File: src/rtl/spi_stat_pkg.sv
package spi_stat_pkg;
    typedef enum logic [2:0] {
        ST_IDLE,
        ST_SETUP,
        ST_DATA,
        ST_STAT,
        ST_HOLD
    } sbs_state_e;

    typedef enum logic [1:0] {
        OP_WRITE,
        OP_RDATA,
        OP_RSTAT
    } sbs_op_e;
endpackage

File: src/rtl/sbs_sync.sv
module sbs_sync #(
    parameter int WIDTH  = 3,
    parameter int STAGES = 2
) (
    input  logic             clk,
    input  logic             rst_n,
    input  logic [WIDTH-1:0] din,
    output logic [WIDTH-1:0] dout
);
    logic [WIDTH-1:0] chain [STAGES];

    always_ff @(posedge clk or negedge rst_n) begin
        if (!rst_n) chain[0] <= '0;
        else        chain[0] <= din;
    end

    for (genvar s = 1; s < STAGES; s++) begin : g_stage
        always_ff @(posedge clk or negedge rst_n) begin
            if (!rst_n) chain[s] <= '0;
            else        chain[s] <= chain[s-1];
        end
    end

    assign dout = chain[STAGES-1];
endmodule

File: src/rtl/sbs_frame_fsm.sv
module sbs_frame_fsm
    import spi_stat_pkg::*;
#(
    parameter int DATA_W = 8
) (
    input  logic              clk,
    input  logic              rst_n,
    input  logic              sclk_s,
    input  logic              ss_s,
    input  logic              mosi_s,
    output logic              miso,
    input  logic              tx_valid,
    input  logic [DATA_W-1:0] tx_data,
    output logic              tx_ready,
    output logic              rx_valid,
    output logic [DATA_W-1:0] rx_data,
    input  logic              rx_ready
);
    localparam int CNT_W = (DATA_W > 2) ? $clog2(DATA_W) : 2;
    localparam logic [CNT_W-1:0] LAST = CNT_W'(DATA_W - 1);

    sbs_state_e        state, nxt;
    sbs_op_e           op;
    logic [CNT_W-1:0]  cnt;
    logic              rw_q, stat_q, miso_q, sclk_prev;
    logic [DATA_W-1:0] shreg, last_q, status_byte;
    logic              rise;

    assign rise        = sclk_s & ~sclk_prev;
    assign status_byte = {{(DATA_W-2){1'b0}}, rx_ready, tx_valid};
    assign miso        = miso_q;
    assign rx_data     = {shreg[DATA_W-2:0], mosi_s};

    // state register
    always_ff @(posedge clk or negedge rst_n) begin
        if (!rst_n) state <= ST_IDLE;
        else        state <= nxt;
    end

    // transitions
    always_comb begin
        nxt = state;
        if (!ss_s) begin
            nxt = ST_IDLE;
        end else if (rise) begin
            unique case (state)
                ST_IDLE:  nxt = mosi_s ? ST_SETUP : ST_HOLD;
                ST_SETUP: if (cnt == CNT_W'(1)) nxt = ST_DATA;
                ST_DATA:  if (cnt == LAST) nxt = ST_STAT;
                ST_STAT:  nxt = ST_HOLD;
                ST_HOLD:  nxt = ST_HOLD;
                default:  nxt = ST_IDLE;
            endcase
        end
    end

    // buffer handshakes
    always_comb begin
        tx_ready = ss_s && rise && state == ST_SETUP && cnt == CNT_W'(1)
                   && rw_q && !mosi_s;
        rx_valid = ss_s && rise && state == ST_DATA && cnt == LAST
                   && op == OP_WRITE;
    end

    // datapath and serial output
    always_ff @(posedge clk or negedge rst_n) begin
        if (!rst_n) begin
            sclk_prev <= 1'b0;
            cnt       <= '0;
            rw_q      <= 1'b0;
            op        <= OP_WRITE;
            shreg     <= '0;
            last_q    <= '0;
            stat_q    <= 1'b0;
            miso_q    <= 1'b0;
        end else begin
            sclk_prev <= sclk_s;
            if (!ss_s) begin
                miso_q <= 1'b0;
                cnt    <= '0;
            end else if (rise) begin
                unique case (state)
                    ST_IDLE: begin
                        cnt    <= '0;
                        miso_q <= 1'b0;
                    end
                    ST_SETUP: begin
                        if (cnt == '0) begin
                            rw_q <= mosi_s;
                            cnt  <= CNT_W'(1);
                        end else begin
                            cnt <= '0;
                            if (!rw_q) begin
                                op     <= OP_WRITE;
                                miso_q <= 1'b0;
                            end else if (mosi_s) begin
                                op     <= OP_RSTAT;
                                shreg  <= status_byte;
                                stat_q <= 1'b0;
                                miso_q <= status_byte[DATA_W-1];
                            end else if (tx_valid) begin
                                op     <= OP_RDATA;
                                shreg  <= tx_data;
                                last_q <= tx_data;
                                stat_q <= 1'b0;
                                miso_q <= tx_data[DATA_W-1];
                            end else begin
                                op     <= OP_RDATA;
                                shreg  <= last_q;
                                stat_q <= 1'b1;
                                miso_q <= last_q[DATA_W-1];
                            end
                        end
                    end
                    ST_DATA: begin
                        cnt <= cnt + 1'b1;
                        if (op == OP_WRITE) begin
                            shreg <= {shreg[DATA_W-2:0], mosi_s};
                            if (cnt == LAST) begin
                                stat_q <= ~rx_ready;
                                miso_q <= ~rx_ready;
                            end
                        end else begin
                            shreg  <= {shreg[DATA_W-2:0], 1'b0};
                            miso_q <= (cnt == LAST) ? stat_q : shreg[DATA_W-2];
                        end
                    end
                    ST_STAT: miso_q <= 1'b0;
                    ST_HOLD: miso_q <= 1'b0;
                    default: miso_q <= 1'b0;
                endcase
            end
        end
    end


    idle_quiet_chk: assert property (@(posedge clk) disable iff (!rst_n)
        state == ST_IDLE |-> !miso_q && !rx_valid);

    push_then_status_chk: assert property (@(posedge clk) disable iff (!rst_n)
        rx_valid |=> state == ST_STAT && miso_q == !$past(rx_ready));

    write_miso_low_chk: assert property (@(posedge clk) disable iff (!rst_n)
        (state == ST_DATA && op == OP_WRITE) |-> !miso_q);

    pop_only_setup_chk: assert property (@(posedge clk) disable iff (!rst_n)
        tx_ready |-> state == ST_SETUP && rw_q && !rx_valid);

    status_bit_zero_chk: assert property (@(posedge clk) disable iff (!rst_n)
        (state == ST_STAT && op == OP_RSTAT) |-> !miso_q);

    abort_to_idle_chk: assert property (@(posedge clk) disable iff (!rst_n)
        !ss_s |=> state == ST_IDLE);

    hold_until_deselect_chk: assert property (@(posedge clk) disable iff (!rst_n)
        (state == ST_HOLD && ss_s) |=> state == ST_HOLD && !miso_q);
endmodule

File: src/rtl/spi_status_slave.sv
module spi_status_slave #(
    parameter int DATA_W      = 8,
    parameter int SYNC_STAGES = 2
) (
    input  logic              clk,
    input  logic              rst_n,
    input  logic              spi_sclk,
    input  logic              spi_sel,
    input  logic              spi_mosi,
    output logic              spi_miso,
    input  logic              tx_valid,
    input  logic [DATA_W-1:0] tx_data,
    output logic              tx_ready,
    output logic              rx_valid,
    output logic [DATA_W-1:0] rx_data,
    input  logic              rx_ready
);
    localparam int NSIG = 3;

    logic [NSIG-1:0] pins_s;

    sbs_sync #(.WIDTH(NSIG), .STAGES(SYNC_STAGES)) u_sync (
        .clk  (clk),
        .rst_n(rst_n),
        .din  ({spi_sclk, spi_sel, spi_mosi}),
        .dout (pins_s)
    );

    sbs_frame_fsm #(.DATA_W(DATA_W)) u_fsm (
        .clk     (clk),
        .rst_n   (rst_n),
        .sclk_s  (pins_s[2]),
        .ss_s    (pins_s[1]),
        .mosi_s  (pins_s[0]),
        .miso    (spi_miso),
        .tx_valid(tx_valid),
        .tx_data (tx_data),
        .tx_ready(tx_ready),
        .rx_valid(rx_valid),
        .rx_data (rx_data),
        .rx_ready(rx_ready)
    );
endmodule

File: config.mk
export PLATFORM = sky130hd
export DESIGN_NAME = spi_status_slave
export DESIGN_NICKNAME = d
export VERILOG_FILES = /design/src/rtl/spi_stat_pkg.sv /design/src/rtl/sbs_sync.sv /design/src/rtl/sbs_frame_fsm.sv /design/src/rtl/spi_status_slave.sv
export SDC_FILE = /design/constraint.sdc
export NUM_CORES = 1
export LEC_CHECK = 0
export ABC_CLOCK_PERIOD_IN_PS = 1900
export CAP_MARGIN = 20
export CORE_ASPECT_RATIO = 0.6
export CORE_MARGIN = 4
export CORE_UTILIZATION = 35
export DETAILED_ROUTE_END_ITERATION = 10
export PLACE_DENSITY_LB_ADDON = 0.1
export SLEW_MARGIN = 40
export SYNTH_ARGS = -nofsm -noshare
export SYNTH_HDL_FRONTEND = slang
export SYNTH_SLANG_ARGS = --single-unit
File: constraint.sdc
create_clock -name clk -period 1.9 [get_ports clk]
set_input_delay 0.285 -clock clk [delete_from_list [all_inputs] [get_ports clk]]
set_output_delay 0.285 -clock clk [all_outputs]
set_load 0.02 [all_outputs]
Word level (Yosys, flattened, before mapping)
Cells that the tools add are included. Widths: inputs -> output; s select.

Flip-flop bits (word level): 33. Input port bits: 15. Output and inout bits: 11. Logic and storage cells: 89.

Add/sub/neg operators: 1. Equality and inequality tests: 16. Mux-type cells: 34. Bitwise operators: 5. Reductions and logical operators: 22.

Operators by type and width (count): $mux 3 (7); $mux 7 (3); $mux 1 (16); $pmux 7 s2 (1); $pmux 3 s4 (1); $pmux 3 s3 (1); $logic_and 1x1->1 (8); $mux 8 (1); $reduce_and 4->1 (2); $reduce_and 7->1 (1); $eq 3x1->1 const B (2); $eq 3x2->1 const B (2); $eq 3x3->1 const B (2); $logic_not 3->1 (2); $ne 2x1->1 const B (3); $ne 3x3->1 const B (2); $reduce_and 3->1 (2); $reduce_and 6->1 (1); $reduce_and 5->1 (1); $mux 2 (2); $ne 2x2->1 const B (2); $ne 4x1->1 const B (1); $ne 4x3->1 const B (1); $not 1->1 (4); other kinds (9) (10).

Depth between registers and ports, before layout
Gate-level depths: netlist of run 1.

Word-level depth: 7. Depth in mapped cells: 7. Depth with buffers taken out: 6.

Modules after synthesis
A second synthesis of run 1 with hierarchy kept.

Cell total of the unflattened synthesis: 172. Area, all modules: 1754.2 sq um.

Modules (own cells, without submodules): sbs_frame_fsm (instances 1, cells each 163, area an instance 1581.5 sq um, sequential area each 675.6 sq um); sbs_sync (instances 1, cells each 9, area an instance 172.7 sq um, sequential area each 150.1 sq um).

Least setup slack after synthesis of run 1
OpenSTA, ideal clock, no wires.

Path type: reg2out. Start point: register u_fsm.state[2]. End point: output port tx_ready. Arrival time: 1.503 ns. Required time: 1.615 ns. Path slack: 0.112 ns. Stages on the path, launching flop included: 4. Buffers on the path: 1. Cells stage by stage: dfrtp_1 -> buf_2 -> nand4bb_4 -> nor4_1.

Longest elaborated chain between the ends: 5.

RTL lines: from (decl) (RTL line sbs_frame_fsm.sv:22) `sbs_state_e state, nxt;`; from (signal assigned) (RTL line sbs_frame_fsm.sv:37) `else state <= nxt;`; $eq 3x1->1 (RTL line sbs_frame_fsm.sv:59) `tx_ready = ss_s && rise && state == ST_SETUP && cnt == CNT_W'(1)`; $logic_and 1x1->1 (2 in a row) (RTL line sbs_frame_fsm.sv:59); $logic_and 1x1->1 (2 in a row) (RTL line sbs_frame_fsm.sv:60) `&& rw_q && !mosi_s;`; to (decl) (RTL line spi_status_slave.sv:13) `output logic tx_ready,`.

Every way passes these cells.

Final worst setup path of run 1
Start point: register u_fsm.cnt[0]. End point: register u_fsm.miso_q, in the netlist u_fsm.miso.

Longest elaborated chain between the ends: 6.

RTL lines: from (decl) (RTL line sbs_frame_fsm.sv:24) `logic [CNT_W-1:0] cnt;`; from (signal assigned) (RTL line sbs_frame_fsm.sv:116) `cnt <= cnt + 1'b1;`; $eq 3x3->1 (RTL line sbs_frame_fsm.sv:119, sbs_frame_fsm.sv:125); $mux 1 (RTL line sbs_frame_fsm.sv:125) `miso_q <= (cnt == LAST) ? stat_q : shreg[DATA_W-2];`; $mux 1 (RTL line sbs_frame_fsm.sv:117) `if (op == OP_WRITE) begin`; $pmux 1 s2 (RTL line sbs_frame_fsm.sv:82) `unique case (state)`; $mux 1 (RTL line sbs_frame_fsm.sv:81) `end else if (rise) begin`; $mux 1 (RTL line sbs_frame_fsm.sv:78) `if (!ss_s) begin`; to (signal assigned) (RTL line sbs_frame_fsm.sv:100) `miso_q <= status_byte[DATA_W-1];`; to (signal assigned) (RTL line sbs_frame_fsm.sv:121) `miso_q <= ~rx_ready;`; to (signal assigned) (RTL line sbs_frame_fsm.sv:125); to (decl) (RTL line sbs_frame_fsm.sv:25) `logic rw_q, stat_q, miso_q, sclk_prev;`.

Several ways; a longest one is shown, not always the timed one. The select of a mux whose other input is x is not followed. A chain may end at the register's enable or synchronous reset.

==> run_summary.xml, run 1 <==
<?xml version="1.0" encoding="UTF-8"?>
<metrics>
  <group name="timing">
    <metric name="fin_crit_sh" unit="%">98.6</metric>
    <metric name="relSlewSlack" unit="%">58.2</metric>
    <metric name="whs" unit="ns">0.348</metric>
    <metric name="setup_viol_count_final" unit="">0</metric>
    <metric name="fin_tns_setup" unit="ns">0</metric>
    <metric name="clock-skew-final" unit="ns">0.00839</metric>
    <metric name="max_freq" unit="MHz">534</metric>
    <metric name="tightest_slew" unit="ns">0.620</metric>
    <metric name="fin_crit" unit="ns">1.87</metric>
    <metric name="unrepaired_setup_endpoints_after_global_routing" unit="">false</metric>
    <metric name="timing_hold_violations_final" unit="">0</metric>
    <metric name="max_slew_vio_count" unit="">0</metric>
  </group>
  <group name="global_routing">
    <metric name="initial_antenna_violation_count" unit="">0</metric>
    <metric name="overflow" unit="">0</metric>
    <metric name="first_global_vias" unit="">1226</metric>
    <metric name="grt_start_max_net_pins" unit="">34</metric>
    <metric name="grt_first_pass_wirelength" unit="um">6890</metric>
    <metric name="track_usage" unit="%">14.3</metric>
  </group>
  <group name="floorplan">
    <metric name="floorplan.initialDensity" unit="%">37.3</metric>
    <metric name="die_x" unit="um">99.5</metric>
    <metric name="std_cell_rows" unit="">19</metric>
    <metric name="fp.dieArea" unit="mm^2">0.00626</metric>
    <metric name="die-height" unit="um">62.9</metric>
    <metric name="ios" unit="">26</metric>
    <metric name="core_region_area" unit="mm^2">0.00471</metric>
  </group>
  <group name="critical_path">
    <metric name="data_arrival_time_of_the_critical_path" unit="ns">2.01</metric>
    <metric name="critical_path.cell_chain" unit="">ha_1, ha_1, buf_4, o311ai_0, a31oi_1</metric>
    <metric name="worst-r2r-cell-count" unit="">5</metric>
    <metric name="cp_slowest_cell" unit="">sky130_fd_sc_hd__o311ai_0</metric>
    <metric name="worstPathRequired" unit="ns">2.03</metric>
    <metric name="cp_max_fo" unit="">5</metric>
    <metric name="critical_path_cell_count" unit="">5</metric>
    <metric name="cp_slowest_stage_delay" unit="ns">0.58</metric>
    <metric name="path_common_cell" unit="">sky130_fd_sc_hd__ha_1</metric>
    <metric name="cp_num_buf_inv" unit="">1</metric>
    <metric name="endpoint_kind" unit="">register</metric>
    <metric name="setup.worst_path.class" unit="">reg2reg</metric>
    <metric name="timing.critical_path.from_type" unit="">register</metric>
    <metric name="critPathTopFamily" unit="">compound AO/OA/AOI/OAI gates</metric>
  </group>
  <group name="cts">
    <metric name="htree_num_levels" unit="">2</metric>
    <metric name="cts_tree" unit="">built</metric>
    <metric name="cts_root_buffer" unit="">sky130_fd_sc_hd__clkbuf_8</metric>
    <metric name="path_clk_slew" unit="ns">0.07</metric>
    <metric name="cts_sinks" unit="">33</metric>
    <metric name="clock_tree.buffer_depth" unit="">2</metric>
    <metric name="clk_latency" unit="ns">0.29</metric>
    <metric name="cts_made_buffers" unit="">5</metric>
  </group>
  <group name="drt">
    <metric name="route.detailed.vias_per_inst" unit="">5.06</metric>
    <metric name="routed_wire_length_per_instance" unit="um">15.7</metric>
    <metric name="drt_iter0_markers" unit="">111</metric>
    <metric name="totalWireLength" unit="um">4200</metric>
    <metric name="detail_route.first_pass.iterations" unit="">4</metric>
    <metric name="post-route-drc-count" unit="">0</metric>
    <metric name="route.vias.total" unit="">1356</metric>
    <metric name="antenna_violating_nets_left" unit="">0</metric>
  </group>
  <group name="synth">
    <metric name="yosys_warnings" unit="">0</metric>
    <metric name="yosys_most_used_dff" unit="">sky130_fd_sc_hd__dfrtp_1</metric>
    <metric name="synth_top_area_share" unit="%">47.0</metric>
    <metric name="number_of_synthesized_flops_with_an_enable_pin" unit="">0</metric>
    <metric name="synth_async_sr_flop_share" unit="%">100</metric>
    <metric name="netlist-cell-type-count" unit="">40</metric>
    <metric name="synth_area_per_cell" unit="um^2">10.7</metric>
    <metric name="post-synth-top-area-cell" unit="">sky130_fd_sc_hd__dfrtp_1</metric>
    <metric name="synth.area.top_cells" unit="">sky130_fd_sc_hd__dfrtp_1 47%, sky130_fd_sc_hd__mux2_2 6.4%, sky130_fd_sc_hd__mux2i_1 4.6%</metric>
    <metric name="synth-seq-area-share" unit="%">47.0</metric>
    <metric name="synth_fp_nets" unit="">183</metric>
    <metric name="synthesis.instances" unit="">164</metric>
    <metric name="synth-seq-cells" unit="">33</metric>
    <metric name="area_of_the_mapped_netlist" unit="mm^2">0.00176</metric>
  </group>
  <group name="finish">
    <metric name="drive_above_1_share" unit="%">27.3</metric>
    <metric name="nNetsFinal" unit="">223</metric>
    <metric name="fin_util" unit="%">48.8</metric>
    <metric name="post-route-cell-area" unit="mm^2">0.00229</metric>
    <metric name="insertedDiodeCount" unit="">0</metric>
    <metric name="flow.area_growth_from_synthesis" unit="%">30.5</metric>
  </group>
  <group name="place">
    <metric name="postPlaceCellArea" unit="mm^2">0.00218</metric>
    <metric name="place_hpwl" unit="um">3100</metric>
    <metric name="globalplace.congestion" unit="">0.796</metric>
    <metric name="port_buffers" unit="">25</metric>
  </group>
  <group name="power_and_ir_drop">
    <metric name="ir_worst_vdd" unit="mV">0.388</metric>
    <metric name="total_leakage_power" unit="nW">0.964</metric>
    <metric name="power.total" unit="mW">1.53</metric>
    <metric name="cellPowerDensity" unit="mW/mm^2">668</metric>
  </group>
  <group name="min_path">
    <metric name="hold_depth" unit="">0</metric>
    <metric name="hold_path_class" unit="">reg2reg</metric>
  </group>
  <group name="run">
    <metric name="cap_viol_max_count" unit="">0</metric>
  </group>
  <group name="status">
    <metric name="status" unit="">finished clean</metric>
  </group>
</metrics>
-- final timing paths --
kind,from,to,slack (ns)
hold / removal,u_sync.chain[4],u_sync.dout[1],0.35
hold reg to reg,u_sync.chain[4],u_sync.dout[1],0.35
setup / recovery,u_fsm.cnt[0],u_fsm.miso,0.03
setup reg to reg,u_fsm.cnt[0],u_fsm.miso,0.03
max in group asynchronous,rst_n,u_fsm.state[2],1.16
min in group asynchronous,rst_n,u_fsm.cnt[1],0.41
-- repair_timing --
action,4_1_cts,5_1_grt
buffers inserted,0,0
hold buffers,0,0
gates resized for setup,6,8
setup endpoints to repair,3,5
-- cells by family after synthesis --
| group | after synthesis | synth area share [%] |
|---|---|---|
| AOI/OAI and AO/OA | 40 | 15.3 |
| adders and majority gates | 4 | 2.85 |
| buffers and inverters | 15 | 4.63 |
| DFF | 33 | 47.0 |
| muxes | 18 | 11.0 |
| and+or+nand+nor | 54 | 19.3 |
-- metrics by stage --
step                cells  worst slack, ns
finish                268           0.0258
global route          268          0.00995
CTS                   268          -0.0116
detailed placement    260          -0.0150
global placement      260           0.0147
floorplan             164            0.112
-- area by class of cell --
class | instances | area, um^2
fillers | 425 | 2410
repair buffers | 44 | 404
clock inverters | 1 | 5.00
well taps | 63 | 78.8
multi-input cells | 116 | 866
flip-flops and latches | 33 | 830
clock buffers | 7 | 96.3
inverters | 4 | 15.0
-- where the power goes --
part           total (mW)  internal [mW]  switching [mW]
clock network       0.590          0.328           0.262
registers           0.752          0.728          0.0244
logic               0.191         0.0940          0.0969
total                1.53           1.15           0.384
-- state kept, by name, summed over array words and instances, names as in the netlist --
signal	cells
u_fsm.last_q	8
u_fsm.shreg	7
u_fsm.cnt	3
u_fsm.state	3
u_sync.chain	3
u_sync.dout	3
u_fsm.op	2
u_fsm.miso	1
u_fsm.rw_q	1
u_fsm.sclk_prev	1
u_fsm.stat_q	1
-- cells in the mapped netlist (3+ instances only) --
cell                       number
sky130_fd_sc_hd__o211ai_1       3
sky130_fd_sc_hd__nor3_1         6
sky130_fd_sc_hd__nor2_1        15
sky130_fd_sc_hd__nand2_1        8
sky130_fd_sc_hd__inv_1          4
sky130_fd_sc_hd__mux2_2        10
sky130_fd_sc_hd__dfrtp_1       33
sky130_fd_sc_hd__mux2i_1        8
sky130_fd_sc_hd__clkbuf_1       5
sky130_fd_sc_hd__a31oi_1        3
sky130_fd_sc_hd__or3_1          3
sky130_fd_sc_hd__a21oi_1       14
sky130_fd_sc_hd__a21oi_2        3
sky130_fd_sc_hd__ha_1           4
sky130_fd_sc_hd__nor2b_1        4
sky130_fd_sc_hd__o21ai_0        7
sky130_fd_sc_hd__nand3_1        3
-- cells in the final DEF, fill, tap and decap left out, types with 2 or more instances in the layout --
master	n
sky130_fd_sc_hd__clkdlybuf4s50_1	22
sky130_fd_sc_hd__o21ai_0	7
sky130_fd_sc_hd__ha_1	4
sky130_fd_sc_hd__a31oi_1	3
sky130_fd_sc_hd__a21oi_2	3
sky130_fd_sc_hd__buf_4	18
sky130_fd_sc_hd__dfrtp_1	30
sky130_fd_sc_hd__o311ai_0	2
sky130_fd_sc_hd__a22oi_1	2
sky130_fd_sc_hd__mux2_2	9
sky130_fd_sc_hd__or3_1	3
sky130_fd_sc_hd__o211ai_1	3
sky130_fd_sc_hd__nand2_1	8
sky130_fd_sc_hd__dfrtp_2	3
sky130_fd_sc_hd__inv_1	4
sky130_fd_sc_hd__nand2b_1	2
sky130_fd_sc_hd__nand3_1	3
sky130_fd_sc_hd__or3b_2	2
sky130_fd_sc_hd__mux2i_1	8
sky130_fd_sc_hd__a21boi_0	2
sky130_fd_sc_hd__a21oi_1	14
sky130_fd_sc_hd__nor2_1	15
sky130_fd_sc_hd__clkbuf_8	7
sky130_fd_sc_hd__nor2b_1	4
sky130_fd_sc_hd__nor3_1	6
-- per-layer routing --
layer	track usage, %	part of all wire (%)	vias up
li1	-	-	669
met1	23.0	54	658
met2	17.6	41	25
met3	3.68	4.1	4
met4	5.11	1.0	0
met5	0	0	-
No activity file was read; power rests on OpenSTA's default activity.
==> inputs of run 2 (changes only) <==
RECOVER_POWER = 25   (was default)
==> run_summary.xml, run 2 (synthesis results as in run 1) <==
<?xml version="1.0" encoding="UTF-8"?>
<metrics>
  <group name="timing">
    <metric name="tightest_slew" unit="ns">0.849</metric>
    <metric name="setup_viol_count_final" unit="">0</metric>
    <metric name="relSlewSlack" unit="%">43.4</metric>
    <metric name="fin_crit" unit="ns">1.87</metric>
    <metric name="unrepaired_setup_endpoints_after_global_routing" unit="">false</metric>
    <metric name="post_layout_worst_setup_margin" unit="ns">0.0258</metric>
    <metric name="fin_crit_sh" unit="%">98.6</metric>
    <metric name="whs" unit="ns">0.348</metric>
    <metric name="clock-skew-final" unit="ns">0.00839</metric>
    <metric name="max_freq" unit="MHz">534</metric>
    <metric name="max_slew_vio_count" unit="">0</metric>
    <metric name="fin_tns_setup" unit="ns">0</metric>
    <metric name="timing_hold_violations_final" unit="">0</metric>
  </group>
  <group name="finish">
    <metric name="drive_above_1_share" unit="%">27.3</metric>
    <metric name="top_register" unit="">u_fsm.last_q</metric>
    <metric name="final_common_cell" unit="">sky130_fd_sc_hd__dfrtp_1</metric>
    <metric name="multi_input_logic_area" unit="um^2">866</metric>
    <metric name="layout.area.seq" unit="um^2">830</metric>
    <metric name="most_used_cells_in_the_layout_excluding_fill_and_tap_cells" unit="">30 x sky130_fd_sc_hd__dfrtp_1, 18 x sky130_fd_sc_hd__clkdlybuf4s50_1, 17 x sky130_fd_sc_hd__buf_4</metric>
    <metric name="insertedDiodeCount" unit="">0</metric>
    <metric name="largestRegisters" unit="">u_fsm.last_q x8, u_fsm.shreg x7</metric>
    <metric name="filler_cell_count" unit="">426</metric>
    <metric name="flow.area_growth_from_synthesis" unit="%">30.4</metric>
    <metric name="nNetsFinal" unit="">223</metric>
    <metric name="fin_util" unit="%">48.7</metric>
    <metric name="largest_register_ff_count" unit="">8</metric>
  </group>
  <group name="run">
    <metric name="cap_viol_max_count" unit="">0</metric>
  </group>
  <group name="place">
    <metric name="globalplace.congestion" unit="">0.796</metric>
    <metric name="port_buffers" unit="">25</metric>
    <metric name="pre_cts_slack" unit="ns">-0.0150</metric>
    <metric name="place_hpwl" unit="um">3100</metric>
  </group>
  <group name="power_and_ir_drop">
    <metric name="ir_worst_vdd" unit="mV">0.388</metric>
    <metric name="cellPowerDensity" unit="mW/mm^2">668</metric>
    <metric name="power.total" unit="mW">1.53</metric>
    <metric name="total_leakage_power" unit="nW">0.965</metric>
  </group>
  <group name="critical_path">
    <metric name="setup.worst_path.class" unit="">reg2reg</metric>
    <metric name="timing.critical_path.from_type" unit="">register</metric>
    <metric name="endpoint_kind" unit="">register</metric>
    <metric name="cp_slowest_stage_delay" unit="ns">0.58</metric>
    <metric name="path_common_cell" unit="">sky130_fd_sc_hd__ha_1</metric>
    <metric name="critical_path.cell_chain" unit="">ha_1, ha_1, buf_4, o311ai_0, a31oi_1</metric>
    <metric name="cp_max_fo" unit="">5</metric>
    <metric name="cp_slowest_cell" unit="">sky130_fd_sc_hd__o311ai_0</metric>
    <metric name="critPathTopFamily" unit="">compound AO/OA/AOI/OAI gates</metric>
    <metric name="cp_num_buf_inv" unit="">1</metric>
    <metric name="worstPathRequired" unit="ns">2.03</metric>
    <metric name="data_arrival_time_of_the_critical_path" unit="ns">2.01</metric>
  </group>
  <group name="drt">
    <metric name="totalWireLength" unit="um">4200</metric>
    <metric name="route.vias.total" unit="">1356</metric>
    <metric name="detail_route.first_pass.iterations" unit="">4</metric>
    <metric name="drt_iter0_markers" unit="">111</metric>
    <metric name="route.detailed.vias_per_inst" unit="">5.06</metric>
    <metric name="routed_wire_length_per_instance" unit="um">15.7</metric>
    <metric name="post-route-drc-count" unit="">0</metric>
    <metric name="antenna_violating_nets_left" unit="">0</metric>
  </group>
  <group name="global_routing">
    <metric name="grt_start_max_net_pins" unit="">34</metric>
    <metric name="first_global_vias" unit="">1226</metric>
    <metric name="track_usage" unit="%">14.3</metric>
    <metric name="grt_first_pass_wirelength" unit="um">6890</metric>
    <metric name="overflow" unit="">0</metric>
    <metric name="initial_antenna_violation_count" unit="">0</metric>
  </group>
  <group name="status">
    <metric name="status" unit="">finished clean</metric>
  </group>
  <group name="cts">
    <metric name="cts_made_buffers" unit="">5</metric>
    <metric name="cts_hold_buf" unit="">0</metric>
    <metric name="cts_sinks" unit="">33</metric>
    <metric name="htree_num_levels" unit="">2</metric>
    <metric name="path_clk_slew" unit="ns">0.07</metric>
    <metric name="clock_tree.buffer_depth" unit="">2</metric>
    <metric name="cts_root_buffer" unit="">sky130_fd_sc_hd__clkbuf_8</metric>
    <metric name="cts_tree" unit="">built</metric>
    <metric name="clk_latency" unit="ns">0.29</metric>
  </group>
  <group name="floorplan">
    <metric name="ios" unit="">26</metric>
    <metric name="die-height" unit="um">62.9</metric>
    <metric name="floorplan.initialDensity" unit="%">37.3</metric>
    <metric name="core_region_area" unit="mm^2">0.00471</metric>
    <metric name="die_x" unit="um">99.5</metric>
    <metric name="std_cell_rows" unit="">19</metric>
    <metric name="fp.dieArea" unit="mm^2">0.00626</metric>
  </group>
  <group name="min_path">
    <metric name="hold_path_class" unit="">reg2reg</metric>
  </group>
</metrics>
==> run 2: changes by cell type in the layout (fill, tap and decap cells not counted), sizes merged <==
cell           before  now
clkdlybuf4s50      22   18
dlygate4sd3         0    4
clkbuf              8    9
buf                19   18
==> run 2: worst reg2reg max path, cell delays in order (launching register included) <==
cell and delay, ns:
sky130_fd_sc_hd__dfrtp_2 0.44, sky130_fd_sc_hd__ha_1 0.21, sky130_fd_sc_hd__ha_1 0.19, sky130_fd_sc_hd__buf_4 0.16, sky130_fd_sc_hd__o311ai_0 0.58, sky130_fd_sc_hd__a31oi_1 0.15
==> run 2: worst paths after layout <==
check                      cells past startpoint             from              to  slack [ns]
hold / removal                                 0  u_sync.chain[4]  u_sync.dout[1]        0.35
setup / recovery                               5     u_fsm.cnt[0]      u_fsm.miso        0.03
min in group asynchronous                      2            rst_n    u_fsm.cnt[1]        0.63
setup reg to reg                               5     u_fsm.cnt[0]      u_fsm.miso        0.03
hold reg to reg                                0  u_sync.chain[4]  u_sync.dout[1]        0.35
max in group asynchronous                      2            rst_n  u_fsm.state[2]        0.68
==> run 2: metrics by stage <==
step	std cells	instance area (um^2)
detailed placement	260	2180
floorplan	164	1760
CTS	268	2280
global placement	260	2180
finish	268	2290
global route	268	2290
==> run 2: layer usage <==
metal  vias up  GRT usage [%]  routed length [um]
met5         -              0                   0
met4         0           5.11                  44
met3         4           3.68                 177
met2        25           17.6                1730
met1       658           23.0                2250
li1        669              -                   -
==> run 2: what timing repair did <==
| item | CTS | global route |
|---|---|---|
| setup endpoints to repair | 3 | 5 |
| resized for setup | 6 | 8 |
| buffers inserted | 0 | 0 |
| pin swaps | 0 | 0 |
| hold endpoints to repair | 0 | 0 |
==> run 2: power breakdown <==
group	switching [mW]	leakage (nW)	total (mW)	internal (mW)
clock network	0.262	0.0542	0.590	0.328
logic	0.0969	0.513	0.188	0.0916
registers	0.0244	0.397	0.752	0.728
total	0.384	0.965	1.53	1.15
==> run 2: layout make-up <==
cell class | count | area share (%)
Clock buffer | 7 | 4.20
Inverter | 4 | 0.655
Clock inverter | 1 | 0.218
Multi-Input combinational cell | 116 | 37.8
Sequential cell | 33 | 36.2
Tap cell | 63 | 3.44
Timing Repair Buffer | 44 | 17.5
